--- config.mk ---
export PLATFORM = sky130hd
export DESIGN_NAME = awd_monitor
export DESIGN_NICKNAME = d
export VERILOG_FILES = /design/src/rtl/awd_pkg.sv /design/src/rtl/awd_regs.sv /design/src/rtl/awd_compare.sv /design/src/rtl/awd_status.sv /design/src/rtl/awd_monitor.sv
export SDC_FILE = /design/constraint.sdc
export NUM_CORES = 1
export LEC_CHECK = 0
export ABC_CLOCK_PERIOD_IN_PS = 2400
export BUFFER_PORTS_ARGS = -buffer_cell sky130_fd_sc_hd__buf_2
export CAP_MARGIN = 20
export CORE_ASPECT_RATIO = 1.25
export CORE_MARGIN = 1
export CORE_UTILIZATION = 40
export CTS_BUF_LIST = sky130_fd_sc_hd__clkbuf_4
export DETAILED_ROUTE_END_ITERATION = 8
export HOLD_SLACK_MARGIN = 0.1
export SLEW_MARGIN = 40
export SYNTH_ARGS = -nofsm -noshare
export SYNTH_HDL_FRONTEND = slang
export SYNTH_HIERARCHICAL = 1
export SYNTH_SLANG_ARGS = --single-unit
--- constraint.sdc ---
create_clock -name clk -period 2.4 [get_ports clk]
set_input_delay 0.36 -clock clk [delete_from_list [all_inputs] [get_ports clk]]
set_output_delay 0.36 -clock clk [all_outputs]
set_load 0.02 [all_outputs]
--- src/rtl/awd_pkg.sv ---
package awd_pkg;
  localparam int ADDR_W = 4;
  localparam int REG_W  = 8;

  localparam logic [ADDR_W-1:0] A_EN0   = 4'd0;
  localparam logic [ADDR_W-1:0] A_EN1   = 4'd1;
  localparam logic [ADDR_W-1:0] A_ST0   = 4'd2;
  localparam logic [ADDR_W-1:0] A_ST1   = 4'd3;
  localparam logic [ADDR_W-1:0] A_HI_L  = 4'd4;
  localparam logic [ADDR_W-1:0] A_HI_U  = 4'd5;
  localparam logic [ADDR_W-1:0] A_LO_L  = 4'd6;
  localparam logic [ADDR_W-1:0] A_LO_U  = 4'd7;
  localparam logic [ADDR_W-1:0] A_CTRL  = 4'd8;

  localparam int CTRL_IE_BIT   = 0;
  localparam int CTRL_FLAG_BIT = 1;
endpackage

--- src/rtl/awd_regs.sv ---
module awd_regs
  import awd_pkg::*;
#(
  parameter int NCH = 16,
  parameter int DW  = 10
) (
  input  logic              clk,
  input  logic              rst_n,
  input  logic              wr_en,
  input  logic [ADDR_W-1:0] wr_addr,
  input  logic [REG_W-1:0]  wr_data,
  output logic [NCH-1:0]    en_o,
  output logic [NCH-1:0]    clr_o,
  output logic [DW-1:0]     hi_o,
  output logic [DW-1:0]     lo_o,
  output logic              ie_o
);
  localparam int NB = NCH / REG_W;
  localparam int UW = DW - REG_W;

  logic [NCH-1:0] en_q;
  logic [DW-1:0]  hi_q, lo_q;
  logic           ie_q;

  for (genvar b = 0; b < NB; b++) begin : g_byte
    always_ff @(posedge clk or negedge rst_n) begin
      if (!rst_n) en_q[b*REG_W +: REG_W] <= '0;
      else if (wr_en && wr_addr == ADDR_W'(A_EN0 + b))
        en_q[b*REG_W +: REG_W] <= wr_data;
    end
    assign clr_o[b*REG_W +: REG_W] =
      (wr_en && wr_addr == ADDR_W'(A_ST0 + b)) ? wr_data : '0;
  end

  always_ff @(posedge clk or negedge rst_n) begin
    if (!rst_n) begin
      hi_q <= '1;
      lo_q <= '0;
      ie_q <= 1'b0;
    end else if (wr_en) begin
      case (wr_addr)
        A_HI_L: hi_q[REG_W-1:0]  <= wr_data;
        A_HI_U: hi_q[DW-1:REG_W] <= wr_data[UW-1:0];
        A_LO_L: lo_q[REG_W-1:0]  <= wr_data;
        A_LO_U: lo_q[DW-1:REG_W] <= wr_data[UW-1:0];
        A_CTRL: ie_q             <= wr_data[CTRL_IE_BIT];
        default: ;
      endcase
    end
  end

  assign en_o = en_q;
  assign hi_o = hi_q;
  assign lo_o = lo_q;
  assign ie_o = ie_q;


  clr_onehot_byte_chk: assert property (@(posedge clk) disable iff (!rst_n)
    (clr_o != '0) |-> wr_en);
endmodule

--- src/rtl/awd_compare.sv ---
module awd_compare #(
  parameter int NCH = 16,
  parameter int DW  = 10,
  localparam int CW = $clog2(NCH)
) (
  input  logic           clk,
  input  logic           rst_n,
  input  logic           take,
  input  logic [CW-1:0]  chan,
  input  logic [DW-1:0]  data,
  input  logic [NCH-1:0] en,
  input  logic [DW-1:0]  hi,
  input  logic [DW-1:0]  lo,
  output logic [NCH-1:0] hit_o
);
  logic outside;

  assign outside = (data > hi) || (data < lo);

  always_comb begin
    hit_o = '0;
    if (take && outside && en[chan]) hit_o[chan] = 1'b1;
  end


  hit_disabled_chk: assert property (@(posedge clk) disable iff (!rst_n)
    (hit_o & ~en) == '0);


  hit_single_chk: assert property (@(posedge clk) disable iff (!rst_n)
    $onehot0(hit_o));


  hit_needs_take_chk: assert property (@(posedge clk) disable iff (!rst_n)
    !take |-> (hit_o == '0));
endmodule

--- src/rtl/awd_status.sv ---
module awd_status #(
  parameter int NCH = 16
) (
  input  logic           clk,
  input  logic           rst_n,
  input  logic [NCH-1:0] hit,
  input  logic [NCH-1:0] clr,
  output logic [NCH-1:0] st_o,
  output logic           flag_o
);
  logic [NCH-1:0] st_q;

  always_ff @(posedge clk or negedge rst_n) begin
    if (!rst_n) st_q <= '0;
    else        st_q <= (st_q & ~clr) | hit;
  end

  assign st_o   = st_q;
  assign flag_o = |st_q;

  for (genvar i = 0; i < NCH; i++) begin : g_chk

    st_sticky_chk: assert property (@(posedge clk) disable iff (!rst_n)
      (st_q[i] && !clr[i]) |=> st_q[i]);

    st_set_wins_chk: assert property (@(posedge clk) disable iff (!rst_n)
      hit[i] |=> st_q[i]);
  end
endmodule

--- src/rtl/awd_monitor.sv ---
module awd_monitor
  import awd_pkg::*;
#(
  parameter int NCH = 16,
  parameter int DW  = 10,
  localparam int CW = $clog2(NCH)
) (
  input  logic              clk,
  input  logic              rst_n,
  input  logic              res_valid,
  output logic              res_ready,
  input  logic [CW-1:0]     res_chan,
  input  logic [DW-1:0]     res_data,
  input  logic              wr_en,
  input  logic [ADDR_W-1:0] wr_addr,
  input  logic [REG_W-1:0]  wr_data,
  input  logic [ADDR_W-1:0] rd_addr,
  output logic [REG_W-1:0]  rd_data,
  output logic              irq
);
  localparam int UW = DW - REG_W;

  logic [NCH-1:0] en, clr, hit, st;
  logic [DW-1:0]  hi, lo;
  logic           ie, flag, take;

  assign res_ready = 1'b1;
  assign take      = res_valid & res_ready;

  awd_regs #(.NCH(NCH), .DW(DW)) u_regs (
    .clk(clk), .rst_n(rst_n), .wr_en(wr_en), .wr_addr(wr_addr),
    .wr_data(wr_data), .en_o(en), .clr_o(clr), .hi_o(hi), .lo_o(lo),
    .ie_o(ie)
  );

  awd_compare #(.NCH(NCH), .DW(DW)) u_cmp (
    .clk(clk), .rst_n(rst_n), .take(take), .chan(res_chan),
    .data(res_data), .en(en), .hi(hi), .lo(lo), .hit_o(hit)
  );

  awd_status #(.NCH(NCH)) u_st (
    .clk(clk), .rst_n(rst_n), .hit(hit), .clr(clr), .st_o(st),
    .flag_o(flag)
  );

  assign irq = flag & ie;

  always_comb begin
    rd_data = '0;
    case (rd_addr)
      A_EN0:  rd_data = en[REG_W-1:0];
      A_EN1:  rd_data = en[2*REG_W-1:REG_W];
      A_ST0:  rd_data = st[REG_W-1:0];
      A_ST1:  rd_data = st[2*REG_W-1:REG_W];
      A_HI_L: rd_data = hi[REG_W-1:0];
      A_HI_U: rd_data = {{(REG_W-UW){1'b0}}, hi[DW-1:REG_W]};
      A_LO_L: rd_data = lo[REG_W-1:0];
      A_LO_U: rd_data = {{(REG_W-UW){1'b0}}, lo[DW-1:REG_W]};
      A_CTRL: begin
        rd_data[CTRL_IE_BIT]   = ie;
        rd_data[CTRL_FLAG_BIT] = flag;
      end
      default: rd_data = '0;
    endcase
  end


  irq_rise_cause_chk: assert property (@(posedge clk) disable iff (!rst_n)
    $rose(irq) |-> ($past(res_valid) || $past(wr_en)));


  ready_high_chk: assert property (@(posedge clk) disable iff (!rst_n)
    res_ready);


  irq_flag_chk: assert property (@(posedge clk) disable iff (!rst_n)
    irq |-> (st != '0));
endmodule

==> run metrics <==
status complete, no violations; Clock Path Buffers 2; CP startpoint u_st/st_o[0]$_DFF_PN0_; syn_nets 390; PwrDens roughly 710 nW/µm²; number of global-route vias before repair around 2.7k; clock transition at the registers of the reported paths roughly 0.16 ns; Layout Nets ~440; crit path DAT 1.93 ns; setup bufs post-CTS 0; fmax between 400 and 500 MHz; CTS Buf Count 5; Final Skew 0.01473 ns; largest net degree at the start of global routing 30; critical path class flip-flop to output port; Worst Setup EP rd_data[0]; Root Buffer clkbuf_4; die area between 9000 and 10,000 µm²; DRT iter0 DRCs approximately 140; DRT Pass-1 Iters 4; unrepaired setup endpoints after global routing no; hpwl dp around 7.1 mm; endpoint type of the worst setup path output port; Final min period about 2.3 ns; Hold Fails Final Rpt 0; setup_tns 0 ns; post-route cell area approximately 4000 µm²; layout cells sized above 1 a little over a third; synthesized area per cell about 11 µm²; drt drc 0; gr ovfl total 0; cell leakage power 1.896 nW; fin util between 40% and 50%; Worst IR Drop VDD 0.2312 mV; Inst Count DP 495; number of vias per cell around 5.4; Worst Slack Setup Final 0.1053 ns; worst path cell trace mux2_4 > a32o_1 > a2111oi_2 > a21oi_1 > buf_2; post-CTS sizing 0; Mapped Cells approximately 340; final std cells w/o fill 504; Slew Limit Headroom 59.90%; gpl congestion between 0.8 and 0.9; detailed-route wire length per cell around 18 µm; hold slack around 0.30 ns; Mapped Area 3612 µm²; deepest level of the CTS H-tree 2; FF-to-FF Start u_regs/hi_o[7]$_DFFE_PN1P_; R2R cell count 9; setup slack at placement ~0.18 ns; PortBufs 42; Placement Cell Area around 4000 µm²; Post-synth EDFFs 0; max cap viols 0; core area 8701 µm²; number of synthesized register bits 53; synth unique cells 62; startpoint types flip-flop; latest clock arrival within the worst-skew pair around 0.38 ns; worst-path fanout max 3; slack of the worst reg-to-reg path ~0.15 ns; Tot Pwr 2.865 mW; initial core utilization between 40% and 50%; Total Routing Usage GR between 20% and 30%; Worst path slowest cell dfrtp_1; overall die height around 110 µm; Post-synth ARST share between 90% and 100%; sequential share of the synthesized area 37.06%; DR vias roughly 2.7k; Detail Route Antenna Nets 0; Area Growth Syn to Fin 12.30%; wirelength, routed 9.086 mm; Slew Viols, Final 0; antenna fix cells 0; first-pass GRT wire length between 10 and 15 mm; # setup viols final 0; Crit Reg-Reg Endpoint u_st/st_o[2]$_DFF_PN0_; Rows 38; CTS tree yes; initial antenna violation count 0; die width ~87 µm; min-delay worst type input pin to flip-flop; clock sinks between 50 and 60; fin crit share around 96%; Post-synth top flop dfrtp_1; worst slew pin tran approximately 0.6 ns; Worst Path Required 2.04 ns; CP peak stage delay about 0.45 ns; warnings from Yosys 6; # IOs 44
-- worst max-delay path: cells and delay by family, from the launching register on --
family / cells / cell delay, ns
AO/OA/AOI/OAI: 3 / 0.66
buffers and inverters: 1 / 0.17
flip-flops: 1 / 0.45
multiplexers: 1 / 0.28
-- how the worst min path moves through the flow --
stage	from	end	slack (ns)	cells after the start
after global routing	wr_data[7]	u_regs/en_o[7]$_DFFE_PN0P_	0.29	2
after global placement	rst_n	u_regs/en_o[0]$_DFFE_PN0P_	0.39	1
after detailed placement	rst_n	u_regs/en_o[1]$_DFFE_PN0P_	0.39	1
final	wr_data[7]	u_regs/en_o[7]$_DFFE_PN0P_	0.30	2
after floorplan	rst_n	u_regs/en_o[0]$_DFFE_PN0P_	0.06	0
after CTS	wr_data[6]	u_regs/hi_o[6]$_DFFE_PN1P_	0.29	2
-- what timing repair did --
action                     4_1_cts  5_1_grt
setup endpoints to repair        0        0
hold endpoints to repair        14        0
hold buffers                     1        0
-- report_power, final --
group          total (mW)  switching [mW]  internal [mW]  leakage (nW)
Sequential           1.37           0.222           1.15         0.644
Clock               0.508           0.292          0.216        0.0389
Combinational       0.983           0.468          0.516          1.21
Total                2.86           0.981           1.88          1.90
-- state kept, by name (all words and copies together) (netlist names) --
signal	cells
u_regs/en_o	16
u_regs/lo_o	10
u_regs/hi_o	10
u_st/st_o	16
u_regs/ie_o	1
-- area by class of cell --
type | instances | area, µm²
timing repair buffer | 51 | 305.3
fill | 851 | 4644
clock inverter | 3 | 41.29
tap | 120 | 150.1
clock buffer | 5 | 37.54
inverter | 37 | 138.9
multi-input combinational | 235 | 2044
sequential | 53 | 1339
-- layout by cell type (no fill, tap or decap), types with 3 or more instances in the layout --
| cell | synthesis | layout |
|---|---|---|
| o21ai_1 | 7 | 7 |
| dfstp_2 | 10 | 10 |
| nor2_1 | 23 | 23 |
| inv_1 | 36 | 36 |
| a21o_1 | 16 | 16 |
| ha_1 | 19 | 19 |
| dfrtp_1 | 43 | 43 |
| mux2_2 | 39 | 39 |
| nand2_1 | 14 | 14 |
| buf_2 | 3 | 42 |
| buf_4 | 3 | 6 |
| and2_1 | 17 | 17 |
| nand2b_1 | 3 | 3 |
| nand3_1 | 10 | 10 |
| mux2i_1 | 9 | 9 |
| nand4_1 | 11 | 11 |
| a21oi_1 | 6 | 6 |
| mux4_2 | 9 | 9 |
| nor4_1 | 4 | 4 |
| clkbuf_4 | 0 | 5 |
-- metal layers --
layer | GRT usage, % | vias up | part of all wire (%)
met2 | 36.90 | 54 | 53
li1 | - | 1289 | -
met3 | 2.137 | 19 | 2.5
met4 | 9.167 | 0 | 2.9
met1 | 25.53 | 1355 | 42
met5 | 0 | - | 0
-- cell usage after synthesis, drive strengths merged (3+ instances only) --
cell     n  area (µm²)
a21o    17       128.9
a21oi    7       38.79
and2    17       106.4
buf     10       82.57
dfrtp   43        1076
dfstp   10       262.8
ha      19       237.7
inv     36       135.1
mux2    41       465.4
mux2i   10       112.6
mux4     9       202.7
nand2   15       58.81
nand2b   4       27.53
nand3   10       50.05
nand3b   3       47.55
nand4   11       68.82
nor2    26       110.1
nor2b    4       35.03
nor3b    5       58.80
nor4     5       37.53
o21ai    9       45.04
-- cells by family (layout without fill, tap and decap cells) --
family          Yosys count  after routing  share of synthesized area [%]
compound gates           48             48                          10.15
flops                    53             53                          37.06
buf+inv                  49             96                          6.338
fa+ha+maj                19             19                          6.581
mux                      60             60                          21.61
simple gates            107            107                          18.15
other cells               1              1                         0.1038
(Power assumes the default switching activity.)
